File: config.mk
export PLATFORM = sky130hd
export DESIGN_NAME = cqx_exec
export DESIGN_NICKNAME = d
export VERILOG_FILES = /design/src/rtl/cqx_pkg.sv /design/src/rtl/cqx_lane_mask.sv /design/src/rtl/cqx_wait_unit.sv /design/src/rtl/cqx_exec.sv
export SDC_FILE = /design/constraint.sdc
export NUM_CORES = 1
export LEC_CHECK = 0
export BUFFER_PORTS_ARGS = -buffer_cell sky130_fd_sc_hd__buf_2
export CAP_MARGIN = 15
export CORE_MARGIN = 4
export CORE_UTILIZATION = 30
export DETAILED_ROUTE_END_ITERATION = 7
export GPL_TIMING_DRIVEN = 0
export PLACE_DENSITY_LB_ADDON = 0.15
export SETUP_SLACK_MARGIN = 0.5
export SYNTH_ARGS = -nofsm -noshare
export SYNTH_HDL_FRONTEND = slang
export SYNTH_SLANG_ARGS = --single-unit
File: constraint.sdc
create_clock -name clk -period 2.3 [get_ports clk]
set_input_delay 0.115 -clock clk [delete_from_list [all_inputs] [get_ports clk]]
set_output_delay 0.115 -clock clk [all_outputs]
set_load 0.02 [all_outputs]
File: src/rtl/cqx_pkg.sv
package cqx_pkg;
  localparam logic [7:0] OP_NOP   = 8'h00;
  localparam logic [7:0] OP_WR    = 8'h01;
  localparam logic [7:0] OP_USEC  = 8'h02;
  localparam logic [7:0] OP_LINE  = 8'h03;
  localparam logic [7:0] OP_VBL   = 8'h04;
  localparam logic [7:0] OP_IN    = 8'h05;
  localparam logic [7:0] OP_OUT   = 8'h06;
  localparam logic [7:0] OP_IRQ   = 8'h07;
  localparam logic [7:0] OP_BURST = 8'h09;

  typedef enum logic [3:0] {
    S_IDLE, S_ARM, S_NEXT, S_GATE, S_REQ, S_RSP, S_DISP, S_WRITE, S_WAIT
  } state_e;

  typedef enum logic [1:0] {PH_LO, PH_HI, PH_DATA} phase_e;
endpackage

File: src/rtl/cqx_lane_mask.sv
module cqx_lane_mask #(
  parameter int LANES = 4
) (
  input  logic [LANES*8-1:0] din,
  input  logic [LANES-1:0]   en,
  output logic [LANES*8-1:0] dout
);
  for (genvar g = 0; g < LANES; g++) begin : g_lane
    assign dout[g*8 +: 8] = en[g] ? din[g*8 +: 8] : 8'h00;
  end
endmodule

File: src/rtl/cqx_wait_unit.sv
module cqx_wait_unit
  import cqx_pkg::*;
#(
  parameter int SL_W       = 12,
  parameter int CNT_W      = 16,
  parameter int CYC_PER_US = 250
) (
  input  logic             clk,
  input  logic             rst_n,
  input  logic             start,
  input  logic [7:0]       op,
  input  logic [CNT_W-1:0] cnt,
  input  logic [SL_W-1:0]  lo_b,
  input  logic [SL_W-1:0]  hi_b,
  input  logic [SL_W-1:0]  scanline,
  input  logic             vblank_pulse,
  output logic             fin
);
  localparam int PW = (CYC_PER_US > 1) ? $clog2(CYC_PER_US) : 1;
  localparam logic [PW-1:0] PRE_LAST = PW'(CYC_PER_US - 1);

  logic             active;
  logic [7:0]       op_q;
  logic [CNT_W-1:0] rem;
  logic [PW-1:0]    pre;
  logic [SL_W-1:0]  lo_q, hi_q;
  logic             met, in_win;

  assign in_win = (scanline >= lo_q) && (scanline <= hi_q);

  always_comb begin
    case (op_q)
      OP_USEC: met = (rem == '0);
      OP_VBL:  met = (rem == '0);
      OP_LINE: met = (scanline == lo_q);
      OP_IN:   met = !in_win;
      OP_OUT:  met = in_win;
      default: met = 1'b1;
    endcase
  end

  assign fin = active && met;

  always_ff @(posedge clk or negedge rst_n) begin
    if (!rst_n) begin
      active <= 1'b0;
      op_q   <= OP_NOP;
      rem    <= '0;
      pre    <= '0;
      lo_q   <= '0;
      hi_q   <= '0;
    end else if (start) begin
      active <= 1'b1;
      op_q   <= op;
      rem    <= cnt;
      pre    <= '0;
      lo_q   <= lo_b;
      hi_q   <= hi_b;
    end else if (active) begin
      if (met) begin
        active <= 1'b0;
      end else if (op_q == OP_USEC) begin
        if (pre == PRE_LAST) begin
          pre <= '0;
          rem <= rem - 1'b1;
        end else begin
          pre <= pre + 1'b1;
        end
      end else if (op_q == OP_VBL && vblank_pulse) begin
        rem <= rem - 1'b1;
      end
    end
  end


  wait_rem_chk: assert property (@(posedge clk) disable iff (!rst_n)
    (active && !met && !start) |=> (rem <= $past(rem)));
endmodule

File: src/rtl/cqx_exec.sv
module cqx_exec
  import cqx_pkg::*;
#(
  parameter int AW         = 16,
  parameter int SL_W       = 12,
  parameter int CNT_W      = 16,
  parameter int CYC_PER_US = 250
) (
  input  logic            clk,
  input  logic            rst_n,
  input  logic            ctl_enable,
  input  logic            ctl_halt,
  input  logic            ctl_vblank_gate,
  input  logic            head_wr,
  input  logic [AW-1:0]   head_val,
  input  logic            tail_wr,
  input  logic [AW-1:0]   tail_val,
  output logic            busy_o,
  output logic [AW-1:0]   cur_head_o,
  output logic            done_o,
  output logic            irq_o,
  output logic            mem_req_valid,
  input  logic            mem_req_ready,
  output logic [AW-1:0]   mem_req_addr,
  input  logic            mem_rsp_valid,
  output logic            mem_rsp_ready,
  input  logic [31:0]     mem_rsp_data,
  output logic            reg_valid,
  input  logic            reg_ready,
  output logic [19:0]     reg_addr,
  output logic [31:0]     reg_data,
  output logic [3:0]      reg_be,
  input  logic [SL_W-1:0] scanline,
  input  logic            vblank_pulse
);
  localparam int HI_BOUND_POS = 20;

  state_e           state;
  phase_e           phase;
  logic [AW-1:0]    ptr, tail_q;
  logic [31:0]      lo_q, hi_q, wdata_q;
  logic [3:0]       wbe_q;
  logic [CNT_W-1:0] left_q;
  logic             done_q, irq_q;
  logic [7:0]       op;
  logic             is_wait, wait_start, wait_fin;

  assign op = hi_q[31:24];
  assign is_wait = (op == OP_USEC) || (op == OP_LINE) || (op == OP_VBL) ||
                   (op == OP_IN) || (op == OP_OUT);
  assign wait_start = (state == S_DISP) && is_wait;

  assign busy_o        = (state != S_IDLE);
  assign cur_head_o    = ptr;
  assign done_o        = done_q;
  assign irq_o         = irq_q;
  assign mem_req_valid = (state == S_REQ);
  assign mem_req_addr  = ptr;
  assign mem_rsp_ready = (state == S_RSP);
  assign reg_valid     = (state == S_WRITE);
  assign reg_addr      = hi_q[19:0];
  assign reg_be        = wbe_q;

  cqx_lane_mask #(.LANES(4)) u_mask (
    .din (wdata_q),
    .en  (wbe_q),
    .dout(reg_data)
  );

  cqx_wait_unit #(.SL_W(SL_W), .CNT_W(CNT_W), .CYC_PER_US(CYC_PER_US)) u_wait (
    .clk         (clk),
    .rst_n       (rst_n),
    .start       (wait_start),
    .op          (op),
    .cnt         (lo_q[CNT_W-1:0]),
    .lo_b        (lo_q[SL_W-1:0]),
    .hi_b        (lo_q[HI_BOUND_POS +: SL_W]),
    .scanline    (scanline),
    .vblank_pulse(vblank_pulse),
    .fin         (wait_fin)
  );

  always_ff @(posedge clk or negedge rst_n) begin
    if (!rst_n) begin
      state   <= S_IDLE;
      phase   <= PH_LO;
      ptr     <= '0;
      tail_q  <= '0;
      lo_q    <= '0;
      hi_q    <= '0;
      wdata_q <= '0;
      wbe_q   <= '0;
      left_q  <= '0;
      done_q  <= 1'b0;
      irq_q   <= 1'b0;
    end else begin
      done_q <= 1'b0;
      irq_q  <= 1'b0;
      case (state)
        S_IDLE: begin
          if (head_wr) ptr <= {head_val[AW-1:3], 3'b000};
          if (tail_wr && ctl_enable && tail_val[5:0] == 6'd0) begin
            tail_q <= tail_val;
            state  <= ctl_vblank_gate ? S_ARM : S_NEXT;
          end
        end
        S_ARM: if (vblank_pulse) state <= S_NEXT;
        S_NEXT: begin
          if (ptr == tail_q) begin
            state  <= S_IDLE;
            done_q <= 1'b1;
          end else begin
            phase <= PH_LO;
            state <= S_GATE;
          end
        end
        S_GATE: if (!ctl_halt) state <= S_REQ;
        S_REQ:  if (mem_req_ready) state <= S_RSP;
        S_RSP: begin
          if (mem_rsp_valid) begin
            ptr <= ptr + AW'(4);
            case (phase)
              PH_LO: begin
                lo_q  <= mem_rsp_data;
                phase <= PH_HI;
                state <= S_GATE;
              end
              PH_HI: begin
                hi_q  <= mem_rsp_data;
                state <= S_DISP;
              end
              default: begin
                wdata_q <= mem_rsp_data;
                wbe_q   <= 4'hF;
                state   <= S_WRITE;
              end
            endcase
          end
        end
        S_DISP: begin
          if (op == OP_WR) begin
            wdata_q <= lo_q;
            wbe_q   <= hi_q[23:20];
            state   <= S_WRITE;
          end else if (op == OP_BURST) begin
            if (lo_q[CNT_W-1:0] == '0) begin
              state <= S_NEXT;
            end else begin
              left_q <= lo_q[CNT_W-1:0];
              phase  <= PH_DATA;
              state  <= S_GATE;
            end
          end else if (is_wait) begin
            state <= S_WAIT;
          end else begin
            if (op == OP_IRQ) irq_q <= 1'b1;
            state <= S_NEXT;
          end
        end
        S_WRITE: begin
          if (reg_ready) begin
            if (phase == PH_DATA) begin
              if (left_q == CNT_W'(1)) begin
                if (lo_q[0]) ptr <= ptr + AW'(4);
                state <= S_NEXT;
              end else begin
                left_q <= left_q - 1'b1;
                state  <= S_GATE;
              end
            end else begin
              state <= S_NEXT;
            end
          end
        end
        S_WAIT:  if (wait_fin) state <= S_NEXT;
        default: state <= S_IDLE;
      endcase
    end
  end


  reg_hold_chk: assert property (@(posedge clk) disable iff (!rst_n)
    (reg_valid && !reg_ready) |=> (reg_valid && $stable(reg_addr) &&
                                   $stable(reg_data) && $stable(reg_be)));

  mem_hold_chk: assert property (@(posedge clk) disable iff (!rst_n)
    (mem_req_valid && !mem_req_ready) |=> (mem_req_valid && $stable(mem_req_addr)));

  halt_chk: assert property (@(posedge clk) disable iff (!rst_n)
    $rose(mem_req_valid) |-> !$past(ctl_halt));

  align_chk: assert property (@(posedge clk) disable iff (!rst_n)
    (state == S_NEXT) |-> (ptr[2:0] == 3'd0));

  done_idle_chk: assert property (@(posedge clk) disable iff (!rst_n)
    done_o |-> !busy_o);
endmodule

=== Word level (Yosys, flattened, before mapping) ===
Index checks and enable logic that the tools add are counted.

* Register bits after elaboration: 213
* Bits of input ports: 87
* Output and inout port bits: 94
* Logic and storage cells: 179

* $add $sub $neg: 4
* Order comparisons: 2
* Eq/ne operators: 48
* Multiplexer cells: 72
* Reduce and logical (&&, ||, !) cells: 36

{| class="wikitable"
|+ Operators by type and width
! operator !! number
|-
| 16-bit 2-to-1 mux || 18
|-
| 32-bit 2-to-1 mux || 3
|-
| 8-bit 2-to-1 mux || 9
|-
| 32-bit case mux with 2 select lines || 1
|-
| 8-bit by 3-bit == test with 1-bit output, second input constant || 7
|-
| 4-bit 2-to-1 mux || 14
|-
| 16-bit case mux with 3 select lines || 1
|-
| 4-bit case mux with 9 select lines || 1
|-
| 8-bit by 2-bit == test with 1-bit output, second input constant || 4
|-
| 16-bit logical NOT || 2
|-
| 16-bit case mux with 2 select lines || 1
|-
| 16-bit by 1-bit subtractor with 16-bit output, second input constant || 2
|-
| 7-bit AND reduction || 4
|-
| 2-bit by 1-bit inequality test with 1-bit output, second input constant || 10
|-
| 2-bit inequality test, second input constant || 10
|-
| 16-bit by 3-bit adder with 16-bit output, second input constant || 1
|-
| 16-bit by 1-bit == test with 1-bit output, second input constant || 1
|-
| 16-bit == test || 1
|-
| 4-bit by 3-bit == test with 1-bit output, second input constant || 4
|-
| 2-bit 2-to-1 mux || 8
|-
| 12-bit == test || 1
|-
| 12-bit greater-or-equal comparator || 1
|-
| 12-bit less-or-equal comparator || 1
|-
| 1-bit 2-to-1 mux || 12
|-
| other kinds (27) || 45
|}

=== Longest topological paths before layout ===
Gate-level depths: netlist (run 1).

* Depth after elaboration: 9
* Depth in mapped cells: 10
* Mapped depth without buffers: 8

=== Hierarchy ===
From an unflattened synthesis (run 1), not the netlist that was laid out.

* Cell total of the unflattened synthesis: 1148
* Area total of the unflattened synthesis: 11151.9 um2

{| class="wikitable"
|+ Modules (own cells, without submodules)
! module !! instances !! cells an instance !! area an instance (um2) !! seq. area each (um2)
|-
| cqx_exec || 1 || 746 || 7582.3 || 3853.7
|-
| cqx_wait_unit || 1 || 370 || 3369.5 || 1426.4
|-
| cqx_lane_mask || 1 || 32 || 200.2 || 0.0
|}

=== Worst setup path after synthesis (run 1) ===
No wires, ideal clock.

* Kind: register to register
* Start: register u_wait.op_q[5]
* End: register u_wait.pre[7]
* Library setup time: 78 ps
* Arrival: 2433 ps
* Required time: 2222 ps
* Setup slack: -211 ps
* Stages on the path, launching flop included: 8
* Buffers on the path: 1
* Period minus slack after synthesis: 2511 ps
* Cells stage by stage: dfrtp_1 or4_4 nor4_4 nand3_2 or3_1 buf_6 or4_1 a21oi_1

* Cells in the longest elaborated chain, start to end: 5
* Elaborated cells on any way between the ends: 10
* Those cells by class: eq/ne: 6; mux: 1; reduce/logical: 3

{| class="wikitable"
|+ RTL lines
! what !! line !! RTL
|-
| start: declaration || cqx_wait_unit.sv:23 || <nowiki>logic [7:0] op_q;</nowiki>
|-
| start signal: assignment || cqx_wait_unit.sv:54 || <nowiki>op_q <= op;</nowiki>
|-
| 8-bit by 3-bit == test with 1-bit output / 8-bit by 2-bit == test with 1-bit output (equally long branches) || cqx_wait_unit.sv:32, cqx_wait_unit.sv:62 ||
|-
| 2-bit OR reduction (no source line) || n/a ||
|-
| 1-bit case mux with 4 select lines || cqx_wait_unit.sv:32 || <nowiki>case (op_q)</nowiki>
|-
| 2-bit by 1-bit inequality test with 1-bit output (no source line) || n/a ||
|-
| 3-bit AND reduction (no source line) (*) || n/a ||
|-
| end signal: assignment || cqx_wait_unit.sv:67 || <nowiki>pre <= pre + 1'b1;</nowiki>
|-
| end: declaration || cqx_wait_unit.sv:25 || <nowiki>logic [PW-1:0] pre;</nowiki>
|}

Mark *: on every way between the ends. The rest lies on a longest branch, timed or not.
A chain may end at the register's enable or synchronous reset.

=== Final worst setup path (run 1) ===
* Start: register u_wait.op_q[5]
* End: register u_wait.rem[8]

* Cells in the longest elaborated chain, start to end: 5
* Elaborated cells on any way between the ends: 16
* Those cells by class: eq/ne: 7; mux: 5; reduce/logical: 4

{| class="wikitable"
|+ RTL lines
! what !! line !! RTL
|-
| 8-bit by 3-bit == test with 1-bit output / 8-bit by 2-bit == test with 1-bit output (equally long branches) || cqx_wait_unit.sv:32, cqx_wait_unit.sv:69, cqx_wait_unit.sv:62 ||
|-
| 2-bit OR reduction (no source line) / 16-bit 2-to-1 mux (equally long branches) || n/a ||
|-
| 1-bit case mux with 4 select lines / 16-bit 2-to-1 mux (equally long branches) || cqx_wait_unit.sv:32, cqx_wait_unit.sv:60 ||
|-
| 2-bit by 1-bit inequality test with 1-bit output (no source line) / 16-bit 2-to-1 mux (equally long branches) || n/a ||
|-
| 4-bit AND reduction (no source line) / 16-bit 2-to-1 mux (equally long branches) || n/a ||
|-
| end signal: assignment || cqx_wait_unit.sv:55 || <nowiki>rem <= cnt;</nowiki>
|-
| end signal: assignment || cqx_wait_unit.sv:65 || <nowiki>rem <= rem - 1'b1;</nowiki>
|-
| end signal: assignment || cqx_wait_unit.sv:70 || <nowiki>rem <= rem - 1'b1;</nowiki>
|-
| end: declaration || cqx_wait_unit.sv:24 || <nowiki>logic [CNT_W-1:0] rem;</nowiki>
|}

Several ways; a longest one is shown, not always the timed one. The select of a mux whose other input is x is not followed.

==> results.md, run 1 <==
- Avg Cell Area, Syn: 9.78 µm²
- Critical Path AT: 2980 ps
- CTS Root Cell: clkbuf_16
- Largest family of logic cells by synthesized area: simple AND/OR/NAND/NOR gates
- Die area: 39,800 µm²
- Share of layout cells above drive strength 1: 51.4%
- Largest net degree at the start of global routing: 97
- Setup violators final: 18
- Peak VDD IR: 0.806 mV
- Seq cells post-synth: 211
- Post-synth top area share: 48.0%
- Initial antenna violation count: 0
- HPWL after detailed placement: 24,300 µm
- Clock Latency Late Sink: 550 ps
- Final antenna-violating net count: 0
- Headroom to the max-slew limit: 56.7%
- Adder-Cell Fraction of Synth Area: 3.41%
- Least-Margin Pin Slew: 644 ps
- 1st-iter DRT viols: 438
- Kind of cell adding the most delay to the critical path: simple AND/OR/NAND/NOR gates
- Period minus WS final: 2520 ps
- Reg2reg start: u_wait.op_q[5]
- Syn Std Cell Area: 11,000 µm²
- Port Buf Inserts: 173
- Slew Viols, Final: 0
- Slowest cell on crit path: or4_4
- First-pass DRT Iterations: 4
- CTS tree: done
- Violations in the final reports: negative setup slack
- Complex-gate fraction of the synthesized area: 12.7%
- Worst setup path startpoint: u_wait.op_q[5]
- H-tree levels: 1
- Routed WL per cell: 19.3 µm
- Fmax: 397 MHz
- WP data required: 2760 ps
- Row count: 69
- Total number of vias: 10,000
- Hold Path Class: primary input to flop
- Tot GR Track Use: 18.7%
- Area leader, netlist: dfrtp_1
- Status: complete, but fails checks
- Commonest non-fill, non-tap cells in the layout: dfrtp_1, buf_2, buf_4
- Bufs and invs on worst path: 2
- RSZ-0062 raised after global routing: true
- Post-synthesis mux area share: 10.9%
- Post-synth EDFFs: 0
- ANT cells: 0
- Cts bufs inserted: 26
- CP endpoint kind: flop
- Synth top area cells: dfrtp_1, mux2_2, a21oi_1
- Final Util: 50.3%
- Syn-to-layout area delta: 64.0%
- Die Span X: 199 µm
- Yosys warns: 0
- Setup slack at placement: -514 ps
- Drc violations: 0
- CP max FO: 5
- Tcrit/Tclk final: 110%
- Final hold vios: 0
- Starting Density: 30.7%
- Via density: 5.02
- Post-synthesis async set-or-reset flop share: 100%
- First-pass GRT wire length: 59,100 µm
- Core box area: 35,800 µm²
- XOR/XNOR Fraction of Synth Area: 1.75%
- Nets: 1,637
- Number of global-route vias before repair: 10,200
- Routability Congestion: 0.840
- Syn Inst Count: 1,124
- DRT Wirelength: 38,700 µm
- Clock sinks: 211
- Simple-gate share of the synthesized area: 17.1%
- Pwr Density: 1210 nW/µm²
- WS Path Type: flop to flop
- Clk_skew: 27.5 ps
- Final setup margin: -219 ps
- Most common cell after layout, fill and taps aside: dfrtp_1
- Max-cap violations: 0
- Max Buffers Root-to-Sink: 3
- Top FF cell, synth: dfrtp_1
- Static leakage: 8.02 nW
- I/O pin cnt: 181
- Clock-pin slew on the worst setup and hold paths: 60 ps
- Worst Setup Start Kind: flop
- Remaining Overflow, GRT: 0
- HP Start: ctl_vblank_gate
- Die H: 199 µm
- Synth cell types: 67
- Crit-path max cell delay: 590 ps
- Post-synthesis sequential area ratio: 48.0%
- CP cell instances: or4_4 -> nor4_4 -> nand3_2 -> buf_6 -> buf_6 -> or3_4 -> or4_4 -> nand3_2
==> where the power goes <==
group	switching, W	total [W]	leakage, nW	internal, W
logic	0.00498	0.0101	4.93	0.00514
registers	0.00173	0.00691	2.59	0.00518
clock network	0.00172	0.00475	0.498	0.00303
==> metrics by stage <==
step	power (W)	instance area (µm²)	std cells	hold slack (ps)	setup TNS, ps
2_1_floorplan	0.0114	11400	1127	-181	-235
3_3_place_gp	0.0137	12800	1761	352	-673070
3_5_place_dp	0.0138	12900	1763	55.5	-38330
4_1_cts	0.0205	16800	1969	33.1	-2260
5_1_grt	0.0231	18000	2001	52.8	-6250
6_report	0.0218	18000	2001	66.8	-1750
==> kinds of logic after synthesis <==
family | count (synthesis)
flip-flops | 211
adder cells (fa/ha/maj) | 30
buffers and inverters | 139
other | 1
AND/OR/NAND/NOR | 372
AO/OA/AOI/OAI | 239
XOR/XNOR | 22
multiplexers | 110
==> sequential cells by signal, indices dropped and copies added (netlist names) <==
signal / flops
cur_head_o: 14
done_o: 1
hi_q: 32
irq_o: 1
left_q: 16
lo_q: 32
phase: 2
reg_be: 4
state: 4
tail_q: 16
u_wait.active: 1
u_wait.hi_q: 12
u_wait.lo_q: 12
u_wait.op_q: 8
u_wait.pre: 8
u_wait.rem: 16
wdata_q: 32
==> what timing repair did <==
item                       CTS  global route
hold endpoints to repair   331             0
gates cloned                20             4
setup buffers               81            28
gates resized for setup    337           230
hold buffers                57             0
pin swaps                   55            62
setup endpoints to repair  208           197
==> worst paths after layout <==
| check | slack [ps] | cells past startpoint | endpoint |
|---|---|---|---|
| hold reg to reg | 490 | 1 | left_q[15] |
| min in group asynchronous | 90 | 2 | u_wait.pre[3] |
| setup reg to reg | -220 | 8 | u_wait.rem[8] |
| setup / recovery | -220 | 8 | u_wait.rem[8] |
| hold / removal | 70 | 5 | state[0] |
| max in group asynchronous | 1350 | 3 | lo_q[12] |
==> layout make-up <==
cell class                      instances  area (µm²)
Buffer                                 89        1110
Clock buffer                           39         820
Clock inverter                          9         198
Fill cell                            3183       17800
Inverter                               50         195
Multi-Input combinational cell        777        6750
Sequential cell                       211        5300
Tap cell                              461         577
Timing Repair Buffer                  365        3070
==> cells in the mapped netlist, types with 5 or more instances <==
cell      count
ha_1         30
buf_1         7
o22ai_1       7
clkbuf_1     42
nor4_1       17
nand2_1      96
xnor2_1      15
nand3_1      30
o21ai_0      77
and2_1       45
nor2_1       90
and3_1        6
dfrtp_1     211
inv_1        50
nand4_1      17
a21oi_1      87
or4_1         8
nor2b_1       5
o211ai_1      6
xor2_1        7
a31oi_1      15
buf_4        38
mux2_2       75
a22oi_1       6
mux2i_1      35
nor3_1       19
or3_1         8
==> tightest hold or removal path, delay by kind of cell <==
family,cells,cell delay [ps]
compound gates,4,310
buf+inv,1,120
==> layer usage <==
metal / GRT usage, % / vias up / routed length [µm]
met2: 31.1 / 270 / 18400
met1: 26.0 / 4978 / 17700
li1: - / 4743 / -
met4: 4.20 / 0 / 638
met5: 0 / - / 0
met3: 2.87 / 50 / 1940
Note: power is estimated with default switching activity, not from simulation.
==> run 2: changes to the inputs <==
--- a/config.mk
+++ b/config.mk
@@ -5,6 +5,7 @@
 export SDC_FILE = /design/constraint.sdc
 export NUM_CORES = 1
 export LEC_CHECK = 0
+export ABC_AREA = 0
 export BUFFER_PORTS_ARGS = -buffer_cell sky130_fd_sc_hd__buf_2
 export CAP_MARGIN = 15
 export CORE_MARGIN = 4
==> constraint.sdc (replaced) <==
create_clock -name clk -period 3.1 [get_ports clk]
set_input_delay 0.155 -clock clk [delete_from_list [all_inputs] [get_ports clk]]
set_output_delay 0.155 -clock clk [all_outputs]
set_load 0.02 [all_outputs]
==> run 2 against run 1 <==
  * The run now ends clean
  * Fmax decreased by 1.2%
  * Sequential share of layout area increased by 7.8 points
  * Critical path depth decreased by 2
  * Combinational power decreased by 50%
  * Cell count decreased by 6.3%
  * Wire length decreased by 13%
  * Worst hold slack improved by 51 ps
  * Worst setup slack improved by 770 ps
  * Sequential power decreased by 29%
  * Largest cell class is now flip-flops and latches
  * Largest power group unchanged
==> results.md, run 2 (synthesis results as in run 1) <==
- Status: completed
- Clock power share: 24.0% (+2.2 points)
- Max-cap violations: 0 (unchanged)
- Cts bufs inserted: 26 (unchanged)
- Share of layout cells above drive strength 1: 28.6% (-23 points)
- CP max FO: 7 (+2)
- DR WL met3: 1870 µm (-3.9%)
- Tcrit/Tclk final: 82.2% (-27 points)
- Total number of vias: 9,225 (-8.1%)
- Via density: 4.92 (-1.9%)
- Clk_skew: 31.8 ps (+4.24 ps)
- Clock sinks: 211 (unchanged)
- Slowest cell on crit path: or4_4
- Drc violations: 0 (unchanged)
- Remaining Overflow, GRT: 0 (unchanged)
- Die H: 199 µm (unchanged)
- First-pass DRT Iterations: 5 (+1)
- Routed length on met1: 16,300 µm (-7.4%)
- First-pass GRT wire length: 53,000 µm (-10%)
- Final hold vios: 0 (unchanged)
- Reg2reg start: u_wait.rem[4]
- Net Sw Frac: 39.1% (+0.44 points)
- Routability Congestion: 0.852 (+1.4%)
- WP data required: 3540 ps (+780 ps)
- Clock Latency Late Sink: 550 ps (about the same)
- Bufs and invs on worst path: 0 (-2)
- Seq pwr share: 37.4% (+5.7 points)
- Filler instances: 3,600 (+13%)
- Tot GR Track Use: 16.6% (-2.2 points)
- WL met2: 15,000 µm (-19%)
- Pwr Density: 928 nW/µm² (-23%)
- Number of global-route vias before repair: 9,207 (-10%)
- Static leakage: 6.35 nW (-21%)
- Top Registers: hi_q x32, lo_q x32, wdata_q x32
- CP endpoint kind: flop
- Flop-to-flop setup slack: 550 ps (+770 ps)
- Die Span X: 199 µm (unchanged)
- H-tree levels: 1 (unchanged)
- Commonest non-fill, non-tap cells in the layout: dfrtp_1, buf_2, nand2_1
- Period minus WS final: 2550 ps (+30.8 ps)
- Row count: 69 (unchanged)
- Design Power: 0.0132 W (-40%)
- CTS tree: done
- WS Path Type: flop to flop
- Internal power: 0.00801 W (-40%)
- Least-Margin Pin Slew: 695 ps (+50.8 ps)
- I/O pin cnt: 181 (unchanged)
- Largest net degree at the start of global routing: 89 (-8.2%)
- Starting Density: 30.7% (unchanged)
- RSZ-0062 raised after global routing: true
- Hold Path Class: primary input to async pin
- R2r worst-path depth: 6 (-2)
- Combinational fraction of design power: 38.6% (-7.9 points)
- DRT Wirelength: 33,800 µm (-13%)
- Slew Viols, Final: 0 (unchanged)
- Clock-pin slew on the worst setup and hold paths: 60 ps (about the same)
- Critical Path AT: 2990 ps (about the same)
- Crit-path max cell delay: 570 ps (-20 ps)
- Kind of cell adding the most delay to the critical path: simple AND/OR/NAND/NOR gates
- 1st-iter DRT viols: 454 (+3.7%)
- Fmax: 392 MHz (-1.2%)
- Port Buf Inserts: 173 (unchanged)
- Syn-to-layout area delta: 29.1%
- Max Buffers Root-to-Sink: 3 (unchanged)
- Top Layer Used: met4
- Worst hold slack: 118 ps (+51.3 ps)
- CP cell instances: or4_4 -> or3_4 -> nor4_2 -> nand4_1 -> or3_1 -> a31oi_1
- Final antenna-violating net count: 0 (unchanged)
- Worst Setup Start Kind: flop
- Headroom to the max-slew limit: 53.3% (-3.4 points)
- Core box area: 35,800 µm² (unchanged)
- Peak VDD IR: 0.513 mV (-36%)
- Die area: 39,800 µm² (unchanged)
- Initial antenna violation count: 1 (+1)
- Nets: 1,511 (-7.7%)
- Setup violators final: 0 (-18)
- CTS Root Cell: clkbuf_16
- Reg2reg end: u_wait.rem[11]
- HPWL after detailed placement: 24,400 µm (+0.40%)
- Net Switching: 0.00515 W (-39%)
- Most common cell after layout, fill and taps aside: dfrtp_1
- Routed WL per cell: 18.0 µm (-6.7%)
## run 2: cell types whose count changed in the layout (fill, tap and decap cells not counted), moves of 26 or more
cell,before,now
a21oi_1,25,87
a21oi_2,57,0
buf_4,101,46
buf_6,47,1
clkbuf_16,57,26
clkbuf_2,1,27
mux2_2,28,75
mux2_4,47,0
nand2_1,61,93
nor2_1,53,90
nor2_4,33,0
o21ai_0,26,76
o21ai_2,31,1
## run 2: how the worst max path moves through the flow
| stage | slack (ps) | cells after the start | start | to |
|---|---|---|---|---|
| final | 550 | 6 | u_wait.rem[4] | u_wait.rem[11] |
| after global routing | 460 | 6 | u_wait.rem[4] | u_wait.rem[11] |
| after CTS | 520 | 7 | u_wait.op_q[2] | u_wait.rem[14] |
| after detailed placement | -340 | 8 | state[3] | u_wait.hi_q[11] |
| after global placement | -2240 | 1 | rst_n | hi_q[13] |
| after floorplan | 590 | 7 | u_wait.op_q[5] | u_wait.pre[7] |
## run 2: per-layer routing
layer | up-vias | GRT usage [%]
li1 | 4480 | -
met1 | 4451 | 24.2
met2 | 257 | 26.2
met3 | 37 | 2.71
met4 | 0 | 3.25
met5 | - | 0
## run 2: through the flow
step	setup slack (ps)	util, %	cell area (µm²)	setup TNS, ps	std cells
after global routing	460	39.6	14200	0	1874
after global placement	-2240	34.7	12400	-478400	1761
after detailed placement	-341	34.9	12500	-11350	1763
after floorplan	589	-	11000	0	1127
after CTS	517	39.3	14100	0	1869
final	551	39.6	14200	0	1874
## run 2: final cells by class
class	count	area, µm²	area share (%)
buffer	89	532	3.75
timing repair buffer	239	1550	11.0
clock inverter	11	155	1.09
tap	461	577	4.07
clock buffer	35	734	5.18
inverter	50	188	1.32
multi-input combinational	777	5170	36.4
sequential	211	5280	37.2
antenna	1	2.50	0.0176
## run 2: timing repair
item                                   4_1_cts  5_1_grt
buffers inserted                             3        4
gates cloned                                 0        0
pin swaps                                    3        4
hold buffers                                57        0
endpoints found under the hold margin      219        0
setup endpoints to repair                  187      144
gates resized for setup                     38       38
## run 2: power by group through the flow
stage	Sequential, W	Clock, W	Combinational, W
floorplan	0.00460	0	0.00353
global placement	0.00491	0	0.00491
detailed placement	0.00493	0	0.00495
CTS	0.00491	0.00325	0.00509
global route	0.00507	0.00336	0.00564
finish	0.00492	0.00316	0.00507
==> run 3: changes to the inputs <==
--- a/config.mk
+++ b/config.mk
@@ -5,7 +5,7 @@
 export SDC_FILE = /design/constraint.sdc
 export NUM_CORES = 1
 export LEC_CHECK = 0
-export ABC_AREA = 0
+export ABC_AREA = 1
 export BUFFER_PORTS_ARGS = -buffer_cell sky130_fd_sc_hd__buf_2
 export CAP_MARGIN = 15
 export CORE_MARGIN = 4
==> constraint.sdc (replaced) <==
create_clock -name clk -period 2.55 [get_ports clk]
set_input_delay 0.1275 -clock clk [delete_from_list [all_inputs] [get_ports clk]]
set_output_delay 0.1275 -clock clk [all_outputs]
set_load 0.02 [all_outputs]
==> run 3 against run 2 <==
  * Critical path depth up 10
  * Worst hold slack worse by 100 ps
  * Non-clock buffer count up 54
  * Clock power up 15%
  * Worst setup slack worse by 120 ps
  * Sequential power down 12%
  * Register-to-register slack worse by 120 ps
  * Critical path type unchanged
==> results.md, run 3 <==
- Status: completed
- Final hold vios: 0 (unchanged)
- Area after DPL: 13,200 µm² (+5.2%)
- Drc violations: 0 (unchanged)
- Largest net degree at the start of global routing: 112 (+26%)
- Share of layout cells above drive strength 1: 30.0% (+1.4 points)
- Post-synth top area share: 45.5% (-2.5 points)
- Avg Cell Area, Syn: 7.61 µm² (-22%)
- Via density: 4.67 (-5.1%)
- HPWL after detailed placement: 27,500 µm (+12%)
- Cts bufs inserted: 26 (unchanged)
- Pwr Density: 704 nW/µm² (-24%)
- Peak VDD IR: 0.482 mV (-5.9%)
- Filler instances: 3,885 (+7.9%)
- Number of global-route vias before repair: 11,100 (+20%)
- Final Util: 42.2% (+2.5 points)
- DRT Wirelength: 39,500 µm (+17%)
- Yosys warns: 0 (unchanged)
- Final antenna-violating net count: 0 (unchanged)
- Row count: 71 (+2.9%)
- Synth top area cells: dfrtp_1, nand2_1, inv_1
- Die H: 205 µm (+2.6%)
- WS Path Type: flop to flop
- Syn Inst Count: 1,524 (+36%)
- Clk_skew: 37.7 ps (+5.95 ps)
- Least-Margin Pin Slew: 860 ps (+165 ps)
- Clock-pin slew on the worst setup and hold paths: 60 ps (about the same)
- Initial antenna violation count: 0 (-1)
- Fmax: 472 MHz (+20%)
- Routability Congestion: 0.852 (unchanged)
- Total number of vias: 11,100 (+20%)
- Tcrit/Tclk final: 83.1% (+0.88 points)
- Die Span X: 205 µm (+2.6%)
- Synth cell types: 45 (-33%)
- Syn Std Cell Area: 11,600 µm² (+5.5%)
- Top FF cell, synth: dfrtp_1
- Period minus WS final: 2120 ps (-430 ps)
- Max Buffers Root-to-Sink: 3 (unchanged)
- Post-synthesis mux area share: 0% (-11 points)
- Nets: 1,961 (+30%)
- Most frequent cell after synthesis: nand2_1
- DP Cell Count: 2,212 (+25%)
- Tot GR Track Use: 18.1% (+1.5 points)
- Port Buf Inserts: 173 (unchanged)
- Seq cells post-synth: 211 (unchanged)
- Worst Setup Start Kind: flop
- Area leader, netlist: dfrtp_1
- Slew Viols, Final: 0 (unchanged)
- Routed WL per cell: 16.6 µm (-7.6%)
- XOR/XNOR Fraction of Synth Area: 2.42% (+0.66 points)
- Area of the multi-input gates: 5690 µm² (+10%)
- Core box area: 37,900 µm² (+5.9%)
- CP max FO: 6 (-1)
- Adder-Cell Fraction of Synth Area: 3.24% (-0.18 points)
- Setup violators final: 0 (unchanged)
- Top Registers: hi_q x32, lo_q x32, wdata_q x32
- First-pass DRT Iterations: 5 (unchanged)
- 1st-iter DRT viols: 700 (+54%)
- CP endpoint kind: flop
- CTS tree: done
- Max-cap violations: 0 (unchanged)
- Post-synth EDFFs: 0 (unchanged)
- Commonest non-fill, non-tap cells in the layout: nand2_1, dfrtp_1, buf_2
- RSZ-0062 raised after global routing: true
- Worst hold slack: 16.5 ps (-102 ps)
- H-tree levels: 1 (unchanged)
- Syn-to-layout area delta: 37.8%
- Post-synthesis async set-or-reset flop share: 100% (unchanged)
- Most common cell after layout, fill and taps aside: nand2_1
- Die area: 41,900 µm² (+5.3%)
- Finished Cell Area: 16,000 µm² (+13%)
- CTS Root Cell: clkbuf_16
- Simple-gate share of the synthesized area: 25.9% (+8.9 points)
- Largest family of logic cells by synthesized area: simple AND/OR/NAND/NOR gates
- Hold Path Class: primary input to flop
- Post-synthesis sequential area ratio: 45.5% (-2.5 points)
- Final cell count without fillers: 2,370 (+26%)
- ANT cells: 0 (-1)
- Starting Density: 30.6% (-0.096 points)
- First-pass GRT wire length: 61,100 µm (+15%)
- Clock Latency Late Sink: 560 ps (about the same)
- Remaining Overflow, GRT: 0 (unchanged)
- Critical Path AT: 2540 ps (-450 ps)
- Complex-gate fraction of the synthesized area: 11.5% (-1.2 points)
- I/O pin cnt: 181 (unchanged)
- Clock sinks: 211 (unchanged)
- WP data required: 2970 ps (-570 ps)
- Synth cell count leaders: nand2_1, dfrtp_1, inv_1, nor2_1, o21ai_0
- Headroom to the max-slew limit: 42.7% (-11 points)
- Register cell area after layout: 5290 µm² (+0.26%)
- Static leakage: 8.01 nW (+26%)
## run 3: final timing paths
check | startpoint | endpoint | slack (ps) | depth (start not counted)
worst max register to register | u_wait.lo_q[11] | u_wait.rem[14] | 430 | 16
min in group asynchronous | rst_n | tail_q[8] | 220 | 2
worst max-delay path | u_wait.lo_q[11] | u_wait.rem[14] | 430 | 16
worst min register to register | u_wait.op_q[6] | u_wait.op_q[6] | 460 | 2
max in group asynchronous | rst_n | hi_q[13] | 1260 | 3
worst min-delay path | reg_ready | state[1] | 20 | 5
## run 3: layout make-up
cell class                      instances  share of cell area, %
Buffer                                 94                   4.48
Inverter                              199                   4.78
Timing Repair Buffer                  288                   12.9
Multi-Input combinational cell       1024                   35.6
Tap cell                              511                   4.00
Clock inverter                          5                  0.485
Sequential cell                       211                   33.1
Clock buffer                           38                   4.73
## run 3: report_power, final
group	switching, W	internal (W)	total, W
Combinational	0.00193	0.00136	0.00330
Clock	0.00149	0.00214	0.00364
Sequential	0.000547	0.00378	0.00433
## run 3: layer usage
metal	GRT usage, %	up-vias	part of all wire [%]
met1	26.0	5284	47
met2	29.6	271	47
li1	-	5479	-
met4	3.33	0	1.6
met3	2.15	42	4.9
met5	0	-	0
## run 3: cell families after synthesis
kind of cell / after synthesis
fa+ha+maj: 30
compound gates: 237
xor+xnor: 32
buf+inv: 293
other cells: 1
flops: 211
simple gates: 720
## run 3: critical path, stage by stage (launching register included)
cell and delay (ps):
dfrtp_1 330, inv_2 60, ha_4 270, nand2_2 50, nor2_2 150, nand2_2 80
nor2_4 110, nand2_1 60, nand2_1 90, nand2_1 60, nand2_1 70, nand3_2 120
nand2_4 110, nand3_4 150, buf_8 190, nand2_1 50, nand2_1 40
## run 3: through the flow
step / total power (W) / worst slack [ps] / TNS, ps
floorplan: 0.00610 / 658 / 0
global placement: 0.00705 / -2790 / -581450
detailed placement: 0.00708 / -1.84 / -1.84
CTS: 0.0110 / 449 / 0
global route: 0.0119 / 269 / 0
finish: 0.0113 / 430 / 0
## run 3: repair_timing
item	4_1_cts	5_1_grt
hold buffers	57	0
gates cloned	2	8
hold endpoints to repair	220	0
endpoints found under the setup margin	176	141
gates resized for setup	83	191
pin swaps	15	45
buffers inserted	24	24
